## src/rtl/lpt_host_pkg.sv

```systemverilog
package lpt_host_pkg;

    parameter int unsigned HP_DW = 8;

    typedef logic [3:0] code_t;

    localparam code_t K_FM_RD_IDLE  = 4'h0;
    localparam code_t K_FM_WR_IDLE  = 4'h1;
    localparam code_t K_FM_WR_DATA  = 4'h3;
    localparam code_t K_SND_RD_IDLE = 4'h4;
    localparam code_t K_SND_WR_IDLE = 4'h5;
    localparam code_t K_SND_RD_DATA = 4'h6;
    localparam code_t K_SND_WR_DATA = 4'h7;
    localparam code_t K_FM_RD_STAT  = 4'h8;
    localparam code_t K_FM_WR_INDEX = 4'h9;
    localparam code_t K_SND_RD_STAT = 4'hC;
    localparam code_t K_SND_WR_CMD  = 4'hD;
    localparam code_t K_DEV_RESET   = 4'hF;

    typedef struct packed {
        code_t             prev;
        logic              pend;
        logic [HP_DW-1:0]  wbyte;
        logic              snd_wr;
        logic              snd_cmd;
        logic              fm_wr;
        logic              fm_idx;
        logic              rd_ack;
        logic              dev_rst;
    } strobe_st_t;

    typedef struct packed {
        logic [HP_DW-1:0] status;
        logic             irq;
    } status_st_t;

    function automatic logic code_invalid(input code_t c);
        return (c == 4'h2) || (c == 4'hA) || (c == 4'hB) || (c == 4'hE);
    endfunction

    function automatic logic code_wr_active(input code_t c);
        return (c == K_FM_WR_DATA) || (c == K_FM_WR_INDEX) ||
               (c == K_SND_WR_DATA) || (c == K_SND_WR_CMD);
    endfunction

    function automatic logic code_wr_idle(input code_t c);
        return (c == K_FM_WR_IDLE) || (c == K_SND_WR_IDLE);
    endfunction

    function automatic logic code_nibble(input code_t c);
        return (c == K_FM_RD_IDLE) || (c == K_SND_RD_IDLE) ||
               (c == K_SND_RD_DATA) || (c == K_FM_RD_STAT);
    endfunction

endpackage

```

## src/rtl/lpt_host_sync.sv

```systemverilog
module lpt_host_sync #(
    parameter int unsigned W      = 16,
    parameter int unsigned STAGES = 2
) (
    input  logic         clk,
    input  logic         rst_n,
    input  logic [W-1:0] async_i,
    output logic [W-1:0] sync_o
);
    localparam int unsigned LAST = STAGES - 1;

    logic [STAGES-1:0][W-1:0] chain_d, chain_q;

    always_comb begin
        chain_d[0] = async_i;
        for (int k = 1; k < STAGES; k++) begin
            chain_d[k] = chain_q[k-1];
        end
    end

    always_ff @(posedge clk or negedge rst_n) begin
        if (!rst_n) chain_q <= '0;
        else        chain_q <= chain_d;
    end

    assign sync_o = chain_q[LAST];

    initial begin
        assert (STAGES >= 2) else $error("synchronizer needs two or more stages");
    end
endmodule

```

## src/rtl/lpt_host_strobe.sv

```systemverilog
module lpt_host_strobe
    import lpt_host_pkg::*;
#(
    parameter int unsigned DW = HP_DW
) (
    input  logic          clk,
    input  logic          rst_n,
    input  code_t         code_i,
    input  logic [DW-1:0] data_i,
    output logic          snd_wr_o,
    output logic          snd_cmd_o,
    output logic          fm_wr_o,
    output logic          fm_index_o,
    output logic          rd_ack_o,
    output logic          dev_reset_o,
    output logic [DW-1:0] wr_byte_o
);
    strobe_st_t st_d, st_q;
    logic       same_path;

    assign same_path = (code_i[2] == st_q.prev[2]);

    always_comb begin
        st_d         = st_q;
        st_d.snd_wr  = 1'b0;
        st_d.fm_wr   = 1'b0;
        st_d.rd_ack  = 1'b0;
        st_d.dev_rst = (code_i == K_DEV_RESET);
        st_d.prev    = code_i;
        if (code_i != st_q.prev) begin
            st_d.pend = 1'b0;
            if (code_wr_active(code_i) && code_wr_idle(st_q.prev) && same_path) begin
                st_d.pend  = 1'b1;
                st_d.wbyte = data_i;
            end else if (code_wr_idle(code_i) && st_q.pend && same_path) begin
                if (code_i[2]) begin
                    st_d.snd_wr  = 1'b1;
                    st_d.snd_cmd = st_q.prev[3];
                end else begin
                    st_d.fm_wr  = 1'b1;
                    st_d.fm_idx = st_q.prev[3];
                end
            end
            if (st_q.prev == K_SND_RD_DATA && code_i == K_SND_RD_IDLE) begin
                st_d.rd_ack = 1'b1;
            end
        end
        if (code_i == K_DEV_RESET) begin
            st_d.pend  = 1'b0;
            st_d.wbyte = '0;
        end
    end

    always_ff @(posedge clk or negedge rst_n) begin
        if (!rst_n) st_q <= '0;
        else        st_q <= st_d;
    end

    assign snd_wr_o    = st_q.snd_wr;
    assign snd_cmd_o   = st_q.snd_cmd;
    assign fm_wr_o     = st_q.fm_wr;
    assign fm_index_o  = st_q.fm_idx;
    assign rd_ack_o    = st_q.rd_ack;
    assign dev_reset_o = st_q.dev_rst;
    assign wr_byte_o   = st_q.wbyte;

    assert_snd_pulse_R1: assert property (@(posedge clk) disable iff (!rst_n)
        snd_wr_o |=> !snd_wr_o);
    assert_fm_pulse_R2: assert property (@(posedge clk) disable iff (!rst_n)
        fm_wr_o |=> !fm_wr_o);
    assert_bad_code_hold_R5: assert property (@(posedge clk) disable iff (!rst_n)
        code_invalid(code_i) |=> ($stable(wr_byte_o) && !snd_wr_o && !fm_wr_o));
    assert_reset_clear_R11: assert property (@(posedge clk) disable iff (!rst_n)
        (code_i == K_DEV_RESET) |=> (wr_byte_o == '0 && dev_reset_o));
    assert_ack_pulse_R9: assert property (@(posedge clk) disable iff (!rst_n)
        rd_ack_o |=> !rd_ack_o);
endmodule

```

## src/rtl/lpt_host_status.sv

```systemverilog
module lpt_host_status
    import lpt_host_pkg::*;
#(
    parameter int unsigned DW = HP_DW
) (
    input  logic          clk,
    input  logic          rst_n,
    input  code_t         code_i,
    input  logic          irq_en_i,
    input  logic          par_en_i,
    input  logic          snd_wait_i,
    input  logic          fm_busy_i,
    input  logic          irq_req_i,
    input  logic          srq_i,
    input  logic          dav_i,
    input  logic [DW-1:0] snd_byte_i,
    input  logic [DW-1:0] fm_byte_i,
    output logic [DW-1:0] status_o,
    output logic          irq_o
);
    localparam int unsigned NW = DW / 2;

    status_st_t       so_d, so_q;
    logic [DW-1:0]    src_byte;
    logic [NW-1:0]    nib;
    logic             wait_flag;

    always_comb begin
        src_byte  = code_i[2] ? snd_byte_i : fm_byte_i;
        nib       = (code_i[1] | code_i[3]) ? src_byte[DW-1:NW] : src_byte[NW-1:0];
        wait_flag = code_i[2] ? snd_wait_i : fm_busy_i;
        so_d      = so_q;
        if (code_nibble(code_i)) begin
            so_d.status = {nib, {NW{1'b0}}};
        end else begin
            so_d.status = {wait_flag, irq_req_i, par_en_i, srq_i, dav_i, {(DW-5){1'b0}}};
        end
        so_d.irq = irq_req_i & irq_en_i;
    end

    always_ff @(posedge clk or negedge rst_n) begin
        if (!rst_n) so_q <= '0;
        else        so_q <= so_d;
    end

    assign status_o = so_q.status;
    assign irq_o    = so_q.irq;

    assert_nibble_low_zero_R8: assert property (@(posedge clk) disable iff (!rst_n)
        code_nibble(code_i) |=> (status_o[NW-1:0] == '0));
    assert_no_fm_dav_R6: assert property (@(posedge clk) disable iff (!rst_n)
        (!code_nibble(code_i) && !dav_i) |=> !status_o[3]);
    assert_irq_gate_R10: assert property (@(posedge clk) disable iff (!rst_n)
        !irq_en_i |=> !irq_o);
endmodule

```

## src/rtl/lpt_host_front.sv

```systemverilog
module lpt_host_front
    import lpt_host_pkg::*;
#(
    parameter int unsigned DW          = HP_DW,
    parameter int unsigned SYNC_STAGES = 2
) (
    input  logic          clk,
    input  logic          rst_n,
    input  logic [DW-1:0] host_data_i,
    input  logic [7:0]    host_ctrl_i,
    output logic [DW-1:0] host_status_o,
    output logic          host_irq_o,
    input  logic          snd_wait_i,
    input  logic          snd_dav_i,
    input  logic [DW-1:0] snd_rd_byte_i,
    output logic          snd_rd_ack_o,
    output logic          snd_wr_o,
    output logic          snd_cmd_o,
    input  logic          fifo_srq_i,
    input  logic          fm_busy_i,
    input  logic [DW-1:0] fm_stat_i,
    output logic          fm_wr_o,
    output logic          fm_index_o,
    output logic [DW-1:0] wr_byte_o,
    input  logic          irq_req_i,
    output logic          dev_reset_o
);
    localparam int unsigned SW = DW + 8;

    logic [SW-1:0] sync_bus;
    logic [DW-1:0] data_s;
    logic [7:0]    ctrl_s;
    code_t         code_s;
    logic          irq_en_s;
    logic          par_en_s;

    lpt_host_sync #(.W(SW), .STAGES(SYNC_STAGES)) u_sync (
        .clk    (clk),
        .rst_n  (rst_n),
        .async_i({host_ctrl_i, host_data_i}),
        .sync_o (sync_bus)
    );

    assign data_s   = sync_bus[DW-1:0];
    assign ctrl_s   = sync_bus[SW-1:DW];
    assign code_s   = ctrl_s[3:0];
    assign irq_en_s = ctrl_s[4];
    assign par_en_s = &ctrl_s[7:5];

    lpt_host_strobe #(.DW(DW)) u_strobe (
        .clk        (clk),
        .rst_n      (rst_n),
        .code_i     (code_s),
        .data_i     (data_s),
        .snd_wr_o   (snd_wr_o),
        .snd_cmd_o  (snd_cmd_o),
        .fm_wr_o    (fm_wr_o),
        .fm_index_o (fm_index_o),
        .rd_ack_o   (snd_rd_ack_o),
        .dev_reset_o(dev_reset_o),
        .wr_byte_o  (wr_byte_o)
    );

    lpt_host_status #(.DW(DW)) u_status (
        .clk       (clk),
        .rst_n     (rst_n),
        .code_i    (code_s),
        .irq_en_i  (irq_en_s),
        .par_en_i  (par_en_s),
        .snd_wait_i(snd_wait_i),
        .fm_busy_i (fm_busy_i),
        .irq_req_i (irq_req_i),
        .srq_i     (fifo_srq_i),
        .dav_i     (snd_dav_i),
        .snd_byte_i(snd_rd_byte_i),
        .fm_byte_i (fm_stat_i),
        .status_o  (host_status_o),
        .irq_o     (host_irq_o)
    );

    assert_one_path_R4: assert property (@(posedge clk) disable iff (!rst_n)
        !(snd_wr_o && fm_wr_o));
endmodule

```

## config.mk

```make
export PLATFORM = sky130hd
export DESIGN_NAME = lpt_host_front
export DESIGN_NICKNAME = d
export VERILOG_FILES = /design/src/rtl/lpt_host_pkg.sv /design/src/rtl/lpt_host_sync.sv /design/src/rtl/lpt_host_strobe.sv /design/src/rtl/lpt_host_status.sv /design/src/rtl/lpt_host_front.sv
export SDC_FILE = /design/constraint.sdc
export NUM_CORES = 1
export LEC_CHECK = 0
export BUFFER_PORTS_ARGS = -buffer_cell sky130_fd_sc_hd__buf_2
export CAP_MARGIN = 15
export CORE_UTILIZATION = 49
export CTS_CLUSTER_DIAMETER = 50
export DETAILED_ROUTE_END_ITERATION = 8
export PLACE_DENSITY = 0.81
export RECOVER_POWER = 100
export SYNTH_ARGS = -nofsm -noshare
export SYNTH_HDL_FRONTEND = slang
export SYNTH_SLANG_ARGS = --single-unit
```

## constraint.sdc

```tcl
create_clock -name clk -period 1.91 [get_ports clk]
set_input_delay 0.382 -clock clk [delete_from_list [all_inputs] [get_ports clk]]
set_output_delay 0.382 -clock clk [all_outputs]
set_load 0.01 [all_outputs]
```

### Word-level counts from Yosys, hierarchy flattened

Cells that the tools add are included.

| storage, ports and cells | value |
|---|---|
| output and inout port bits | 23 |
| register bits | 60 |
| logic and storage cells | 64 |
| bits of input ports | 39 |

| operators by class | value |
|---|---|
| reduce and logical (&&, ||, !) cells | 20 |
| mux-type cells | 12 |
| equality and inequality tests | 15 |
| bitwise gates (word level) | 4 |

Operator list:

| cell | count |
|---|---|
| 4-bit by 3-bit equality test with 1-bit output, second input constant | 6 |
| 9-bit 2-to-1 mux | 2 |
| 4-bit equality test, second input constant | 4 |
| 8-bit 2-to-1 mux | 2 |
| 14-bit 2-to-1 mux | 1 |
| 4-bit 2-to-1 mux | 3 |
| 4-bit by 1-bit equality test with 1-bit output, second input constant | 2 |
| 1-bit logical OR | 8 |
| 4-bit AND reduction | 2 |
| 1-bit logical AND | 5 |
| 4-bit by 2-bit equality test with 1-bit output, second input constant | 1 |
| 4-bit zero test | 1 |
| 2-bit 2-to-1 mux | 2 |
| 4-bit != test | 1 |
| 2-bit nonzero test | 2 |
| 3-bit AND reduction | 1 |
| 1-bit 2-to-1 mux | 2 |
| 1-bit NOT | 2 |
| 2-bit AND reduction | 1 |
| 1-bit bitwise AND | 1 |
| 1-bit equality test | 1 |
| 1-bit bitwise OR | 1 |

### Longest topological paths before layout

Gate-level depths: netlist of the first run.

| logic depth | value |
|---|---|
| depth in word-level cells | 9 |
| depth in mapped cells | 7 |
| depth with buffers taken out | 4 |

### By module

A second synthesis of the first run with hierarchy kept.

| unflattened totals | value |
|---|---|
| cell total of the unflattened synthesis | 136 |
| area, all modules | 2004.4 sq um |

Modules (own cells, without submodules):

| module | sequential area each (sq um) | area each (sq um) | instances | cells each |
|---|---|---|---|---|
| lpt_host_strobe | 475.5 | 812.0 | 1 | 73 |
| lpt_host_sync | 800.8 | 800.8 | 1 | 32 |
| lpt_host_status | 150.1 | 385.4 | 1 | 30 |
| lpt_host_front | 0.0 | 6.3 | 1 | 1 |

### Least setup slack after synthesis of the first run

No wires, ideal clock.

| path | value |
|---|---|
| path type | register to register |
| start point | reg u_sync.chain_q (netlist bit u_sync.sync_o[11]) |
| end point | reg u_strobe.st_q (netlist bit u_strobe.snd_cmd_o) |
| path buffers | 1 |
| data arrival time | 1.377 ns |
| library setup time | 0.128 ns |
| clock period less this slack | 1.505 ns |
| path slack | 0.405 ns |
| cell stages (with the launch flop) | 6 |
| data required time | 1.782 ns |
| cell sequence | dfrtp_1 > buf_2 > nor2_2 > nand4_1 > nor3b_2 > mux2_1 |

| between the ends | value |
|---|---|
| word-level cells in the longest chain between the ends | 8 |
| elaborated cells on any way between the ends | 17 |
| classes of those cells | eq/ne (7); bitwise (1); reduce/logical (9) |

RTL lines:

| element | RTL line | source |
|---|---|---|
| start: declaration | lpt_host_sync.sv:12 | `logic [STAGES-1:0][W-1:0] chain_d, chain_q;` |
| start signal: assignment | lpt_host_sync.sv:23 | `else chain_q <= chain_d;` |
| 4-bit by 2-bit equality test with 1-bit output or 4-bit equality test (tied branches) | lpt_host_pkg.sv:42 | `return (c == K_FM_WR_DATA) \|\| (c == K_FM_WR_INDEX) \|\|` |
| 1-bit logical OR (2 in a row) | lpt_host_pkg.sv:42 |  |
| 1-bit logical OR | lpt_host_pkg.sv:43 | `(c == K_SND_WR_DATA) \|\| (c == K_SND_WR_CMD);` |
| 1-bit logical AND (2 in a row) | lpt_host_strobe.sv:32 | `if (code_wr_active(code_i) && code_wr_idle(st_q.prev) && same_path) begin` |
| 1-bit NOT (no line) | -- |  |
| 4-bit AND reduction (no line) (*) | -- |  |
| end signal: assignment | lpt_host_strobe.sv:56 | `else st_q <= st_d;` |
| end: declaration | lpt_host_strobe.sv:18 | `strobe_st_t st_d, st_q;` |

Mark *: on every way between the ends. The rest lies on a longest branch, timed or not.
A chain may end at the register's enable or synchronous reset.

==> results of run 1 <==
-- final timing paths --
kind                                        end  slack [ps]  cells past startpoint
min                          u_sync.chain_d[29]         160                      1
max                        u_status.status_o[4]         140                      4
max in group asynchronous      u_sync.sync_o[4]         260                      3
min reg2reg                    u_sync.sync_o[3]         340                      0
max reg2reg                u_status.status_o[4]         140                      4
min in group asynchronous        u_status.irq_o         590                      2
-- area by class of cell --
type                    count  area (um2)
flip-flops and latches     57        1430
fillers                   277        1340
multi-input cells          61         448
repair buffers             63         297
clock buffers              15         186
well taps                  48        60.1
clock inverters             1        7.51
inverters                   1        3.75
-- synthesized netlist by cell type --
library cell / instances
sky130_fd_sc_hd__o21ai_1: 10
sky130_fd_sc_hd__nor2b_1: 2
sky130_fd_sc_hd__dfrtp_1: 57
sky130_fd_sc_hd__and4_1: 1
sky130_fd_sc_hd__nand2_1: 18
sky130_fd_sc_hd__mux2i_1: 1
sky130_fd_sc_hd__a31o_1: 1
sky130_fd_sc_hd__mux4_2: 4
sky130_fd_sc_hd__buf_4: 11
sky130_fd_sc_hd__mux2_1: 2
sky130_fd_sc_hd__nor4bb_1: 1
sky130_fd_sc_hd__and2_1: 1
sky130_fd_sc_hd__a211oi_2: 1
sky130_fd_sc_hd__nand4_1: 2
sky130_fd_sc_hd__nor3b_2: 1
sky130_fd_sc_hd__conb_1: 1
sky130_fd_sc_hd__xor2_1: 1
sky130_fd_sc_hd__and4_4: 1
sky130_fd_sc_hd__nand3_1: 1
sky130_fd_sc_hd__nor2_2: 1
sky130_fd_sc_hd__buf_2: 4
sky130_fd_sc_hd__nor3b_1: 1
sky130_fd_sc_hd__mux2_2: 2
sky130_fd_sc_hd__and4b_1: 1
sky130_fd_sc_hd__nor3_2: 1
sky130_fd_sc_hd__inv_1: 1
sky130_fd_sc_hd__xnor2_1: 4
-- cell usage in the layout (no fill, tap or decap), types with 2 or more instances in the layout --
| master | Yosys | layout |
|---|---|---|
| sky130_fd_sc_hd__buf_2 | 4 | 37 |
| sky130_fd_sc_hd__clkbuf_1 | 0 | 25 |
| sky130_fd_sc_hd__clkbuf_8 | 0 | 13 |
| sky130_fd_sc_hd__conb_1 | 1 | 3 |
| sky130_fd_sc_hd__dfrtp_1 | 57 | 57 |
| sky130_fd_sc_hd__mux2_1 | 2 | 2 |
| sky130_fd_sc_hd__mux2_2 | 2 | 2 |
| sky130_fd_sc_hd__mux4_2 | 4 | 4 |
| sky130_fd_sc_hd__nand2_1 | 18 | 18 |
| sky130_fd_sc_hd__nand4_1 | 2 | 2 |
| sky130_fd_sc_hd__nor2b_1 | 2 | 2 |
| sky130_fd_sc_hd__o21ai_0 | 0 | 9 |
| sky130_fd_sc_hd__xnor2_1 | 4 | 4 |
-- stage by stage --
stage                     instance area, um2  total power, mW  std cells  setup slack [ps]
after floorplan                         1980             1.44        134               405
after global placement                  2270             1.51        229               284
after detailed placement                2270             1.53        229               209
after CTS                               2480             2.57        246               166
after global routing                    2430             2.65        246              59.7
final                                   2430             2.53        246               140
-- layer usage --
metal | wire (um) | vias to the layer above | track usage (%)
met5 | 0 | - | 0
met4 | 34 | 0 | 8.42
met3 | 187 | 4 | 7.81
met2 | 1700 | 37 | 28.9
met1 | 1310 | 579 | 20.0
li1 | - | 552 | -
-- report_power, final --
| group | total [mW] | internal [mW] | switching, mW |
|---|---|---|---|
| clock | 1.04 | 0.614 | 0.429 |
| sequential | 1.31 | 1.28 | 0.0367 |
| combinational | 0.175 | 0.0823 | 0.0931 |
-- timing repair --
action                                  4_1_cts  5_1_grt
resized for setup                             0        1
hold buffers                                  1        0
endpoints found under the hold margin         9        0
endpoints found under the setup margin        0        3
-- worst max-delay path: cells and delay by family, from the launching register on --
| kind | cells | cell delay (ps) |
|---|---|---|
| flip-flops | 1 | 530 |
| multiplexers | 1 | 380 |
| AO/OA/AOI/OAI | 1 | 230 |
| buffers and inverters | 2 | 520 |
-- state kept, by name, summed over array words and instances, names as in the netlist, 5 cells and up --
name	cells
u_status.status_o	5
u_strobe.st_q	5
u_strobe.wr_byte_o	8
u_sync.chain_d	16
u_sync.sync_o	16
-- logic make-up (layout without fill, tap and decap cells) --
| logic type | Yosys count | count (layout) |
|---|---|---|
| and+or+nand+nor | 32 | 32 |
| AOI/OAI and AO/OA | 12 | 12 |
| other | 1 | 3 |
| xor gates and xnor gates | 5 | 5 |
| DFF | 57 | 57 |
| muxes | 9 | 9 |
| buffers and inverters | 16 | 80 |
==> results.toml, run 1 <==
[synthesis]
post_synthesis_sequential_area_ratio_pct = 72.2
synth_top_cell_area_share_pct = 72.2
post_synth_xor_area_fraction_pct = 2.22
syn_avg_cell_area_um2 = 15.0
synth_compound_gate_area_share_pct = 3.61
synth_top_cells_by_area = "sky130_fd_sc_hd__dfrtp_1, sky130_fd_sc_hd__mux4_2, sky130_fd_sc_hd__buf_4"
post_synth_and_or_nand_nor_area_fraction_pct = 9.11
synth_largest_area_cell = "sky130_fd_sc_hd__dfrtp_1"
synthCells = 132
yosys-mux-area-fraction_pct = 7.34
dominant_combinational_cell_family_by_area_after_synthesis = "simple AND/OR/NAND/NOR gates"
mappedNetlistArea_um2 = 1980
synthesis.yosys.warnings = 0
post_synthesis_adder_cell_area_fraction_pct = 0
synth-seq-cells = 57
yosys.cell_types.count = 27

[critical_path]
worstPathMaxFanout = 9
cp_common_cell = "sky130_fd_sc_hd__clkbuf_1"
critical-path-max-stage-delay_ps = 530
cp_data_required_time_ps = 2120
worstPathArrival_ps = 1980
critical_path.slowest_cell = "sky130_fd_sc_hd__dfrtp_1"
timing_worst_setup_path_type = "register to register"
cp-startpoint = "u_sync.sync_o[10]"
worst_setup_path_start_kind = "register"
r2r-start = "u_sync.sync_o[10]"
endpoint_kind = "register"
cp_cell_sequence = "clkbuf_1, a211oi_1, clkbuf_1, mux2_2"

[sta]
period_needed_ps = 1770
slew_viol_final = 0
skew_ps = 5.56
hold_viol_final = 0
fin_hold_ws_ps = 161
timing.final.setup_violations = 0
setup_total_negative_slack_ps = 0
rsz_0062_raised_after_global_routing = "no"
timing.final.crit_share_pct = 92.7
maxClockFrequency_ghz = 0.565
relSlewSlack_pct = 60.6
worst-slew-pin-transition_ps = 591

[global_routing]
grt_first_pass_wirelength_mm = 5.37
antenna_found_initial = 0
grt.total_usage_pct = 17.8
grt-ovfl-total = 0
grt_max_degree = 49
via_count_of_the_first_global_routing_pass = 1227

[place]
globalplace.congestion = 0.719
dp.final_hpwl_mm = 2.28
place.port_buffers = 58

[cts]
clock_tree.buffer_depth = 2
cts_setup_buffers = 0
cts-htree-levels = 3
clk_pin_slew_worst_paths_ps = 60
clock_root_buffer_master = "sky130_fd_sc_hd__clkbuf_8"
cts_tree = "done"
cts_sinks = 57
clock_insertion_delay_worst_skew_ps = 320
inserted_clock_buffers = 9

[detailed_routing]
drc_errors = 0
initial_drt_pass_iterations = 4
via_count = 1172
drtIter0Drc = 57
postRouteAntennaNets = 0
detail_route.vias_per_cell = 4.76
route.final.wire_length_mm = 3.24
average_wire_per_cell_in_the_routed_design_um = 13.2

[die]
start_util_pct = 52.4
io_pins = 62
chipHeight_um = 65.5
row_count = 22
design.die.area_um2 = 4290
core_area_um2 = 3770
die_w_um = 65.5

[cells_and_area]
finish.utilization_pct = 64.4
antenna_diode_instance_count = 0
final_net_count = 232
syn2layout_area_growth_pct = 22.8
fraction_of_layout_cells_with_a_size_suffix_above_1_pct = 32.3

[hold_path]
min-delay-start = "host_ctrl_i[5]"
classification_of_the_worst_slack_hold_path = "input port to register"

[power]
p_leak_nw = 1.14
worst_ir_drop_vdd_mv = 0.660
power_per_cell_area_nw_per_um2 = 1040

[run]
drv_cap = 0

[run_status]
status = "finished clean"
No activity file was read; power rests on OpenSTA's default activity.
==> inputs of run 2 (changes only) <==
- GPL_TIMING_DRIVEN: not set -> 0
==> results.toml, run 2 (same netlist as run 1, synthesis figures left out) <==
[run_status]
status = "finished clean"

[sta]
maxClockFrequency_ghz = 0.578
period_needed_ps = 1730
relSlewSlack_pct = 29.2
rsz_0062_raised_after_global_routing = "no"
worst-slew-pin-transition_ps = 1060
skew_ps = 4.79
setup_total_negative_slack_ps = 0
slew_viol_final = 0
timing.final.crit_share_pct = 90.5
timing.final.setup_violations = 0
hold_viol_final = 0

[cells_and_area]
finish.utilization_pct = 67.0
final_net_count = 243
final_area_um2 = 2530
fraction_of_layout_cells_with_a_size_suffix_above_1_pct = 37.3
antenna_diode_instance_count = 0
fin_cells = 257
layout_commonest_cell = "sky130_fd_sc_hd__dfrtp_1"
final_cell_mix = "sky130_fd_sc_hd__dfrtp_1, sky130_fd_sc_hd__buf_2, sky130_fd_sc_hd__clkbuf_1"
syn2layout_area_growth_pct = 27.8
n_fill_cell = 285

[die]
io_pins = 62
chipHeight_um = 65.5
core_area_um2 = 3770
start_util_pct = 52.4
die_w_um = 65.5
design.die.area_um2 = 4290
row_count = 22

[critical_path]
timing_worst_setup_path_type = "register to register"
endpoint_kind = "register"
worstPathArrival_ps = 1940
cp_data_required_time_ps = 2120
worst_setup_path_start_kind = "register"
worstPathMaxFanout = 6

[run]
drv_cap = 0

[global_routing]
via_count_of_the_first_global_routing_pass = 1168
grt_first_pass_wirelength_mm = 4.96
grt.total_usage_pct = 16.5
antenna_found_initial = 0
grt-ovfl-total = 0
grt_max_degree = 58

[detailed_routing]
route.final.wire_length_mm = 2.99
initial_drt_pass_iterations = 4
via_count = 1148
average_wire_per_cell_in_the_routed_design_um = 11.6
detail_route.vias_per_cell = 4.47
postRouteAntennaNets = 0
drtIter0Drc = 38
drc_errors = 0

[power]
p_leak_nw = 1.21
power_per_cell_area_nw_per_um2 = 1030
worst_ir_drop_vdd_mv = 0.726

[cts]
clock_insertion_delay_worst_skew_ps = 320
clock_tree.buffer_depth = 2
cts_hold_repair.buffers = 0
cts_setup_buffers = 0
clock_root_buffer_master = "sky130_fd_sc_hd__clkbuf_8"
clk_pin_slew_worst_paths_ps = 60
cts-htree-levels = 3
post_cts.resized_instances = 0
inserted_clock_buffers = 9
cts_sinks = 57
cts_tree = "done"

[place]
dp_cells = 240
globalplace.congestion = 0.732
dp.final_hpwl_mm = 2.06
place.port_buffers = 58
placedInstanceArea_um2 = 2330

[hold_path]
classification_of_the_worst_slack_hold_path = "input port to register"
## run 2: cell count changes in the layout (fill, tap and decap cells not counted), sizes merged
cell / delta
clkinv: +3
bufinv: +1
clkbuf: -7
dlygate4sd3: -1
buf: +14
clkinvlp: +1
## run 2: worst paths after layout
path / startpoint / to / slack [ps] / depth (start not counted)
worst max-delay path: u_sync.sync_o[11] / u_strobe.fm_index_o / 180 / 5
worst min-delay path: host_data_i[5] / u_sync.chain_d[21] / 160 / 1
worst max register to register: u_sync.sync_o[11] / u_strobe.fm_index_o / 180 / 5
worst min register to register: u_sync.chain_d[31] / u_sync.sync_o[15] / 350 / 0
max in group asynchronous: rst_n / u_sync.sync_o[3] / 950 / 2
min in group asynchronous: rst_n / u_sync.chain_d[29] / 230 / 1
## run 2: layout make-up
| type | instances | area [um2] | share of cell area, % |
|---|---|---|---|
| clock buffer | 10 | 138 | 5.45 |
| timing repair buffer | 59 | 284 | 11.2 |
| sequential | 57 | 1430 | 56.4 |
| buffer | 15 | 101 | 4.01 |
| clock inverter | 6 | 67.6 | 2.67 |
| tap | 48 | 60.1 | 2.38 |
| multi-input combinational | 61 | 447 | 17.7 |
| inverter | 1 | 3.75 | 0.149 |
## run 2: worst max-delay path, stage by stage (launching register included)
cell and delay, ps:
sky130_fd_sc_hd__dfrtp_1 370, sky130_fd_sc_hd__clkbuf_1 170, sky130_fd_sc_hd__nor2_2 280, sky130_fd_sc_hd__nand4_1 180, sky130_fd_sc_hd__nor3_1 260, sky130_fd_sc_hd__mux2_1 350
## run 2: routing by layer
metal | global-route usage [%] | wire length, um | vias to the layer above | part of all wire, %
met1 | 18.0 | 1270 | 539 | 43
met4 | 10.1 | 47 | 0 | 1.6
met5 | 0 | 0 | - | 0
li1 | - | - | 572 | -
met3 | 6.42 | 151 | 7 | 5.1
met2 | 26.9 | 1520 | 30 | 51
## run 2: where the power goes
part / total (mW) / switching [mW] / leakage [nW] / internal, mW
Combinational: 0.208 / 0.0999 / 0.408 / 0.108
Sequential: 1.31 / 0.0301 / 0.699 / 1.28
Clock: 1.10 / 0.461 / 0.0985 / 0.638
## run 2: stage by stage
stage	setup slack, ps	total power [mW]	hold slack, ps
detailed placement	234	1.55	335
global route	77.5	2.73	137
CTS	222	2.65	140
finish	181	2.61	159
floorplan	405	1.44	86.4
global placement	262	1.54	331
